<file path="src/rtl/lme_pkg.sv">
package lme_pkg;

    localparam int DW        = 8;
    localparam int AW        = 8;
    localparam int KW        = 7;
    localparam int FRAME     = 64;
    localparam int IW        = $clog2(FRAME);
    localparam int PRE_MIN   = 10;
    localparam int PRE_MAX   = 26;

    localparam logic [AW-1:0] A_PRE  = AW'(61);
    localparam logic [AW-1:0] A_TAP  = AW'(62);
    localparam logic [AW-1:0] A_SEED = AW'(63);
    localparam logic [AW-1:0] A_OUT  = AW'(64);

    typedef enum logic [2:0] {
        ST_IDLE,
        ST_ARM,
        ST_LEN,
        ST_TAP,
        ST_SEED,
        ST_FETCH,
        ST_EMIT,
        ST_FIN
    } seq_st_e;

    typedef struct packed {
        logic          we;
        logic [AW-1:0] addr;
        logic [DW-1:0] wdata;
    } mem_req_t;

    function automatic logic [KW-1:0] lfsr_next(input logic [KW-1:0] s,
                                                input logic [KW-1:0] t);
        return {s[KW-2:0], ^(s & t)};
    endfunction

    function automatic logic [KW-1:0] fix_seed(input logic [KW-1:0] s);
        return (s == '0) ? KW'(1) : s;
    endfunction

    function automatic logic [DW-1:0] clamp_pre(input logic [DW-1:0] v);
        if (v < DW'(PRE_MIN)) return DW'(PRE_MIN);
        if (v > DW'(PRE_MAX)) return DW'(PRE_MAX);
        return v;
    endfunction

endpackage

</file>
<file path="src/rtl/lme_mem.sv">
module lme_mem
    import lme_pkg::*;
(
    input  logic          clk,
    input  mem_req_t      req,
    output logic [DW-1:0] rdata
);
    localparam int DEPTH = 2 ** AW;

    logic [DW-1:0] store [DEPTH];

    always_ff @(posedge clk) begin
        if (req.we) store[req.addr] <= req.wdata;
    end

    always_comb rdata = store[req.addr];
endmodule

</file>
<file path="src/rtl/lme_keygen.sv">
module lme_keygen
    import lme_pkg::*;
(
    input  logic          clk,
    input  logic          rst,
    input  logic          tap_ld,
    input  logic [KW-1:0] tap_in,
    input  logic          seed_ld,
    input  logic [KW-1:0] seed_in,
    input  logic          adv,
    output logic [KW-1:0] key
);
    logic [KW-1:0] tap_q;
    logic [KW-1:0] key_q;

    always_ff @(posedge clk) begin
        if (rst) begin
            tap_q <= '0;
            key_q <= KW'(1);
        end else begin
            if (tap_ld) tap_q <= tap_in;
            if (seed_ld)  key_q <= fix_seed(seed_in);
            else if (adv) key_q <= lfsr_next(key_q, tap_q);
        end
    end

    assign key = key_q;
endmodule

</file>
<file path="src/rtl/lme_seq.sv">
module lme_seq
    import lme_pkg::*;
(
    input  logic          clk,
    input  logic          rst,
    input  logic          start,
    input  logic [DW-1:0] rdata,
    input  logic [KW-1:0] key,
    output mem_req_t      req,
    output logic          own,
    output logic          tap_ld,
    output logic          seed_ld,
    output logic          adv,
    output logic          stream_on,
    output logic [DW-1:0] pre_len,
    output logic          done
);
    seq_st_e       state_q;
    logic [IW-1:0] idx_q;
    logic [DW-1:0] pre_q;
    logic [KW-1:0] char_q;
    logic          done_q;

    logic [DW-1:0] idx_w;
    logic [DW-1:0] msg_off;
    logic          in_msg;

    assign idx_w   = {{(DW-IW){1'b0}}, idx_q};
    assign in_msg  = (idx_w >= pre_q);
    assign msg_off = idx_w - pre_q;

    always_comb begin
        req       = '0;
        tap_ld    = 1'b0;
        seed_ld   = 1'b0;
        adv       = 1'b0;
        own       = 1'b1;
        stream_on = 1'b0;
        case (state_q)
            ST_LEN:  req.addr = A_PRE;
            ST_TAP: begin
                req.addr = A_TAP;
                tap_ld   = 1'b1;
            end
            ST_SEED: begin
                req.addr = A_SEED;
                seed_ld  = 1'b1;
            end
            ST_FETCH: begin
                req.addr  = in_msg ? msg_off : '0;
                stream_on = 1'b1;
            end
            ST_EMIT: begin
                req.we    = 1'b1;
                req.addr  = A_OUT + idx_w;
                req.wdata = {{(DW-KW){1'b0}}, char_q ^ key};
                adv       = 1'b1;
                stream_on = 1'b1;
            end
            default: own = 1'b0;
        endcase
    end

    always_ff @(posedge clk) begin
        if (rst) begin
            state_q <= ST_IDLE;
            idx_q   <= '0;
            pre_q   <= DW'(PRE_MIN);
            char_q  <= '0;
            done_q  <= 1'b0;
        end else if (start) begin
            state_q <= ST_ARM;
            done_q  <= 1'b0;
        end else begin
            case (state_q)
                ST_ARM:  state_q <= ST_LEN;
                ST_LEN: begin
                    pre_q   <= clamp_pre(rdata);
                    state_q <= ST_TAP;
                end
                ST_TAP:  state_q <= ST_SEED;
                ST_SEED: begin
                    idx_q   <= '0;
                    state_q <= ST_FETCH;
                end
                ST_FETCH: begin
                    char_q  <= in_msg ? rdata[KW-1:0] : '0;
                    state_q <= ST_EMIT;
                end
                ST_EMIT: begin
                    idx_q <= idx_q + 1'b1;
                    if (idx_q == IW'(FRAME-1)) begin
                        state_q <= ST_FIN;
                        done_q  <= 1'b1;
                    end else begin
                        state_q <= ST_FETCH;
                    end
                end
                default: state_q <= state_q;
            endcase
        end
    end

    assign pre_len = pre_q;
    assign done    = done_q;
endmodule

</file>
<file path="src/rtl/lfsr_msg_encryptor.sv">
module lfsr_msg_encryptor
    import lme_pkg::*;
(
    input  logic          clk,
    input  logic          rst,
    input  logic          start,
    input  logic          host_we,
    input  logic [AW-1:0] host_addr,
    input  logic [DW-1:0] host_wdata,
    output logic [DW-1:0] host_rdata,
    output logic          done
);
    mem_req_t      seq_req;
    mem_req_t      host_req;
    mem_req_t      mem_req;
    logic [DW-1:0] mem_rdata;
    logic          seq_own;
    logic          tap_ld;
    logic          seed_ld;
    logic          key_adv;
    logic          stream_on;
    logic [DW-1:0] pre_len;
    logic [KW-1:0] key_state;

    assign host_req.we    = host_we;
    assign host_req.addr  = host_addr;
    assign host_req.wdata = host_wdata;

    assign mem_req    = seq_own ? seq_req : host_req;
    assign host_rdata = mem_rdata;

    lme_mem u_mem (
        .clk   (clk),
        .req   (mem_req),
        .rdata (mem_rdata)
    );

    lme_keygen u_key (
        .clk     (clk),
        .rst     (rst),
        .tap_ld  (tap_ld),
        .tap_in  (mem_rdata[KW-1:0]),
        .seed_ld (seed_ld),
        .seed_in (mem_rdata[KW-1:0]),
        .adv     (key_adv),
        .key     (key_state)
    );

    lme_seq u_seq (
        .clk       (clk),
        .rst       (rst),
        .start     (start),
        .rdata     (mem_rdata),
        .key       (key_state),
        .req       (seq_req),
        .own       (seq_own),
        .tap_ld    (tap_ld),
        .seed_ld   (seed_ld),
        .adv       (key_adv),
        .stream_on (stream_on),
        .pre_len   (pre_len),
        .done      (done)
    );
endmodule

</file>
<file path="config.mk">
export PLATFORM = sky130hd
export DESIGN_NAME = lfsr_msg_encryptor
export DESIGN_NICKNAME = d
export VERILOG_FILES = /design/src/rtl/lme_pkg.sv /design/src/rtl/lme_mem.sv /design/src/rtl/lme_keygen.sv /design/src/rtl/lme_seq.sv /design/src/rtl/lfsr_msg_encryptor.sv
export SDC_FILE = /design/constraint.sdc
export NUM_CORES = 2
export LEC_CHECK = 0
export ABC_CLOCK_PERIOD_IN_PS = 21500
export BUFFER_PORTS_ARGS = -buffer_cell sky130_fd_sc_hd__buf_2
export CAP_MARGIN = 0
export CELL_PAD_IN_SITES_DETAIL_PLACEMENT = 1
export CELL_PAD_IN_SITES_GLOBAL_PLACEMENT = 1
export CORE_ASPECT_RATIO = 0.8
export CORE_MARGIN = 2
export CORE_UTILIZATION = 50
export CTS_CLUSTER_DIAMETER = 50
export DETAILED_ROUTE_END_ITERATION = 8
export PLACE_DENSITY = 0.71
export SLEW_MARGIN = 20
export SYNTH_ARGS = -nofsm -noshare
export SYNTH_HDL_FRONTEND = slang
export SYNTH_SLANG_ARGS = --single-unit
</file>
<file path="constraint.sdc">
create_clock -name clk -period 21.5 [get_ports clk]
set_input_delay 1.075 -clock clk [delete_from_list [all_inputs] [get_ports clk]]
set_output_delay 1.075 -clock clk [all_outputs]
set_load 0.01 [all_outputs]
</file>
## After elaboration in Yosys (flattened, before gate mapping)

Memories as Yosys holds them, arrays and structs flattened.
Index checks and enable logic that the tools add are counted.
W data, S select, Z words.

- Register bits after elaboration: 39
- Input bits: 20
- Output and inout port bits: 9
- Memories: 1
- Memory bits (writable): 2048
- Word-level logic and storage cells: 68

Memory list:

| memory | words | width | rd ports | clocked after Yosys merged registers in | wr ports | line | text |
|---|---|---|---|---|---|---|---|
| u_mem.store | 256 | 8 | 1 | 0 | 1 | lme_mem.sv:10 | `logic [DW-1:0] store [DEPTH];` |

- Magnitude comparators: 3
- Reduce and logical (&&, ||, !) cells: 12
- Eq/ne operators: 7
- Bitwise gates (word level): 3
- Multiplexer cells: 31
- Add/subtract/negate cells: 3

Operator list:

| cell | count |
|---|---|
| $mux W8 | 5 |
| $pmux W8 S5 | 1 |
| $mux W7 | 5 |
| $pmux W3 S6 | 1 |
| $mux W17 | 1 |
| $mux W1 | 16 |
| $pmux W6 S2 | 1 |
| $eq A3 B3 Y1 const B | 3 |
| $add A7 B6 Y8 const A | 1 |
| $ge A6 B8 Y1 | 1 |
| $gt A8 B5 Y1 const B | 1 |
| $lt A8 B4 Y1 const B | 1 |
| $reduce_and A2 Y1 | 4 |
| $sub A6 B8 Y8 | 1 |
| $and A7 B7 Y7 | 1 |
| $logic_not A7 Y1 | 1 |
| $reduce_bool A7 Y1 | 1 |
| $reduce_xor A7 Y1 | 1 |
| $xor A7 B7 Y7 | 1 |
| $add A6 B1 Y6 const B | 1 |
| $eq A3 B2 Y1 const B | 2 |
| $eq A6 B6 Y1 const B | 1 |
| $reduce_bool A6 Y1 | 1 |
| $reduce_or A5 Y1 | 1 |
| 5 further kinds | 6 |

## Depth between registers and ports, before layout

An unclocked memory read counts as a cell.

- Depth after elaboration: 16
- Mapped depth: 23
- Depth with buffers taken out: 17

## Modules after synthesis

Synthesis repeated with hierarchy kept, for this count alone.

- Cells, all modules: 3820
- Area total of the unflattened synthesis: 80805.0 sq um

Modules (own cells, without submodules):

| module | area each (sq um) | cells an instance | times used | seq. area each (sq um) |
|---|---|---|---|---|
| lme_mem | 78332.6 | 3539 | 1 | 61499.0 |
| lme_seq | 1554.0 | 187 | 1 | 500.5 |
| lme_keygen | 658.1 | 75 | 1 | 280.3 |
| lfsr_msg_encryptor | 260.2 | 19 | 1 | 0.0 |

## Worst setup path before layout

No wires, ideal clock.

- Path kind: reg-to-reg
- Start: register u_seq.state_q[0]
- End: memory u_mem.store[0][4] (data pin)
- Buffers on the path: 2
- Library setup time: 2.187 ns
- Clock period less this slack: 13.271 ns
- Setup slack: 8.229 ns
- Cell stages (with the launch flop): 6
- Required time: 19.313 ns
- Data arrival time: 11.084 ns
- Path through: dfxtp_1 > buf_2 > clkbuf_1 > nor2_1 > nand2_1 > o21ai_0

RTL lines:

| what | line | text |
|---|---|---|
| from (decl) | lme_seq.sv:18 | `seq_st_e state_q;` |
| from (signal assigned) | lme_seq.sv:99 | `default: state_q <= state_q;` |
| to (decl) | lme_mem.sv:10 |  |

## Worst setup path in the final report

- Start: register u_seq.state_q[0]
- End: output host_rdata[5]

- Cells in the longest elaborated chain, start to end: 5
- Elaborated cells on any way between the ends: 10
- Classes of those cells: eq/ne (5); mux (3); reduce/logical (1); memory (1)

RTL lines:

| what | line | text |
|---|---|---|
| $eq A3 B2 Y1 (tied with other cells) | lme_seq.sv:39 | `case (state_q)` |
| $reduce_or A5 Y1 (no source line) | -- |  |
| $mux W1 | lme_seq.sv:39 |  |
| $mux W17 * | lfsr_msg_encryptor.sv:29 | `assign mem_req = seq_own ? seq_req : host_req;` |
| $mem_v2 Z256 W8 * | -- |  |
| to (decl) | lfsr_msg_encryptor.sv:10 | `output logic [DW-1:0] host_rdata,` |

Mark *: on every way between the ends. The rest lies on a longest branch, timed or not.

==> impl_metrics.csv <==
group,metric,value,unit
clocking,clock_path_buffers,3,
placement,gp_congestion,0.848,
floorplanning,die_area,169000,µm²
flow_run,maxCapViolations,0,
yosys,synth.most_common_cell,"edfxtp_1",
hold_path,min_from,"u_seq.pre_len[5]$_SDFFE_PP0P_",
clocking,clockRootBuffer,"clkbuf_16",
placement,dpl_cell_area,85200,µm²
layout,ff_latch_area,62300,µm²
yosys,synth_area_leaders,"edfxtp_1, nand2_1, a21oi_1",
critical_path,criticalPathCategory,"reg2out",
sta,tightest_slew,1310,ps
layout,multi_input_area,19100,µm²
grt,antenna_found_initial,12,
critical_path,reg2reg_from,"u_seq.state_q[0]$_SDFFE_PP0P_",
yosys,synthCells,5503,
floorplanning,die_w,459,µm
yosys,synthesis.area,83000,µm²
floorplanning,io_pins,29,
critical_path,critPathMaxFanout,53,
yosys,ys_seq_area_share,75.0,%
sta,slew_headroom,11.4,%
yosys,synth_nets,5531,
yosys,synth-warning-count,0,
sta,rsz0062_at_grt,"false",
sta,finalHoldViolations,0,
critical_path,endpoint_kind,"output port",
critical_path,rrSetupSlack,13260,ps
floorplanning,core_area,165000,µm²
floorplanning,die_height,368,µm
clocking,clkLatencyLatePin,840,ps
yosys,avgSynthCellArea,15.1,µm²
critical_path,reg2reg_to,"u_seq.pre_len[1]$_SDFFE_PP1P_",
sta,final-max-slew-violation-count,0,
critical_path,cp.required,20430,ps
drt,vias,51400,
drt,post_drt_wl_per_cell,33.0,µm
clocking,clk_pin_slew_worst_paths,60,ps
layout,stdcell_count,7786,
sta,fin_crit_sh,45.1,%
sta,tns,0,ps
grt,grt_max_degree,209,
placement,hpwl,148000,µm
layout,drive_above_1_share,10.6,%
floorplanning,num_rows,133,
layout,final_core_utilization,55.6,%
yosys,ys_ff_latch,2087,
drt,vias_per_cell,6.61,
hold_path,hold_end,"u_seq.pre_len[5]$_SDFFE_PP0P_",
clocking,postCtsHoldBufs,0,
layout,design_area,91500,µm²
drt,firstDrtPassIters,6,
drt,ant_nets,0,
floorplanning,start_util,50.4,%
critical_path,startpoint_type,"register",
sta,timing.fmax,103,MHz
drt,drc,0,
sta,finalCriticalPeriod,9690,ps
pwr,peakVddDrop,0.0729,mV
sta,finalSetupViolCount,0,
grt,globalRoute.totalOverflow,0,
clocking,cts_tree,"yes",
clocking,ctsResizeCount,0,
yosys,async_flop_share,0,%
grt,first_global_vias,51900,
layout,fillers,15200,
pwr,p_leak,29.1,nW
critical_path,arrival,8610,ps
hold_path,hold-path-cell-count,2,
layout,nNetsFinal,5476,
drt,drtIter0Drc,6984,
yosys,synth_ff_type,"edfxtp_1",
clocking,cts.sinks,2087,
hold_path,hold_path_class,"reg2reg",
yosys,synth_top_area_share,74.1,%
clocking,cts_buffers,199,
sta,finClkSkew,39.3,ps
layout,area_growth,10.3,%
yosys,ys_types,79,
run_status,outcome,"complete, no violations",
grt,track_usage,30.0,%
grt,grt_pass1_wl,370000,µm
clocking,post-cts-setup-buffers,0,
placement,place_inst,7406,
drt,wirelength,257000,µm
pwr,power_density,95.6,nW/µm²
yosys,synth-edff-count,2048,
critical_path,r2r_cells,15,
placement,place.port_buffers,28,
yosys,synth_largest_area_cell,"edfxtp_1",
clocking,htree_num_levels,4,
yosys,ys_top_cells_by_count,"edfxtp_1, nand2_1, a21oi_1, nor2_1, buf_2",
-- critical path, cell delays in order (launching register included) --
cell	delay [ps]
dfxtp_1	700
nor2b_2	360
o2111ai_1	190
a21oi_2	490
a211o_4	710
buf_4	650
buf_4	670
buf_4	660
buf_4	680
mux4_2	410
a22oi_1	350
a21oi_1	210
nor4_1	570
and4_1	610
inv_1	160
buf_2	180
-- cell families after synthesis --
| logic type | after synthesis | share of synthesized area, % |
|---|---|---|
| simple gates | 1424 | 6.90 |
| mux | 289 | 5.15 |
| buf+inv | 417 | 2.31 |
| fa+ha+maj | 8 | 0.130 |
| compound gates | 1256 | 10.2 |
| xor+xnor | 22 | 0.232 |
| flops | 2087 | 75.0 |
-- flip-flops by register name, summed over array words and instances (netlist names) --
name,count
u_key.key,7
u_seq.state_q,3
u_key.tap_q,7
u_seq.idx_q,6
u_mem.store,2048
u_seq.pre_len,8
u_seq.done,1
u_seq.char_q,7
-- final cells by class --
class	count	share of cell area, %
antenna	6	0.0164
clock buffer	244	5.62
clock inverter	129	1.22
inverter	24	0.0984
multi-input combinational	2999	20.9
sequential	2087	68.0
tap	2160	2.95
timing repair buffer	137	1.17
-- power by group --
group	internal, mW	leakage (nW)	total (mW)	switching, mW
clock network	1.88	3.05	3.45	1.57
registers	4.50	18.8	4.50	0.00255
logic	0.207	7.24	0.802	0.595
total	6.58	29.1	8.75	2.17
-- layout by cell type (no fill, tap or decap), types with 9 or more instances in the layout --
cell,netlist,routed
a211o_1,17,16
dfxtp_1,39,39
nor2_1,322,318
clkbuf_1,137,45
edfxtp_1,2048,2048
a31oi_1,19,19
a221oi_1,132,132
clkinv_2,0,33
a41oi_1,16,16
xnor2_1,16,16
nand2b_1,10,10
inv_6,0,10
o21ai_0,58,51
mux4_2,109,109
nand3_1,65,65
nor4_1,13,13
a211oi_1,19,19
a311o_1,15,15
nand2_1,933,915
clkbuf_16,0,199
clkinv_1,0,56
o22ai_1,55,55
and3_1,30,30
a32o_1,37,37
a22oi_1,121,121
a221o_1,17,17
nand4_1,12,12
buf_12,0,9
nand2_2,0,16
buf_2,201,28
mux2i_1,176,176
bufinv_16,0,14
o41ai_1,16,13
a21oi_1,529,523
buf_4,11,100
inv_1,24,24
a32oi_1,116,116
a21o_1,13,11
-- routing by layer --
| metal | part of all wire, % | global-route usage [%] | vias to the layer above |
|---|---|---|---|
| li1 | - | - | 21300 |
| met4 | 4.1 | 12.2 | 18 |
| met5 | 0.041 | 0 | - |
| met3 | 9.0 | 5.92 | 530 |
| met2 | 45 | 45.4 | 2684 |
| met1 | 41 | 43.0 | 26900 |
-- worst max path at each step --
stage / from / endpoint / slack, ps / cells after the start
2_1_floorplan: u_seq.state_q[0]$_SDFFE_PP0P_ / u_mem.store[0][4]$_DFFE_PP_ / 8230 / 5
3_3_place_gp: host_addr[1] / host_rdata[3] / 12790 / 16
3_5_place_dp: host_addr[1] / host_rdata[3] / 12760 / 16
4_1_cts: u_seq.idx_q[0]$_SDFFE_PP0P_ / host_rdata[3] / 11830 / 20
5_1_grt: u_seq.state_q[0]$_SDFFE_PP0P_ / host_rdata[3] / 11450 / 16
6_report: u_seq.state_q[0]$_SDFFE_PP0P_ / host_rdata[5] / 11810 / 15
-- stage by stage --
step                power (mW)  hold WS [ps]  setup slack [ps]
floorplan                 5.12           422              8230
global placement          5.35           444             12790
detailed placement        5.37           447             12760
CTS                       8.77           455             11830
global route              8.95           472             11450
finish                    8.75           459             11810
Note: power is estimated with default switching activity, not from simulation.
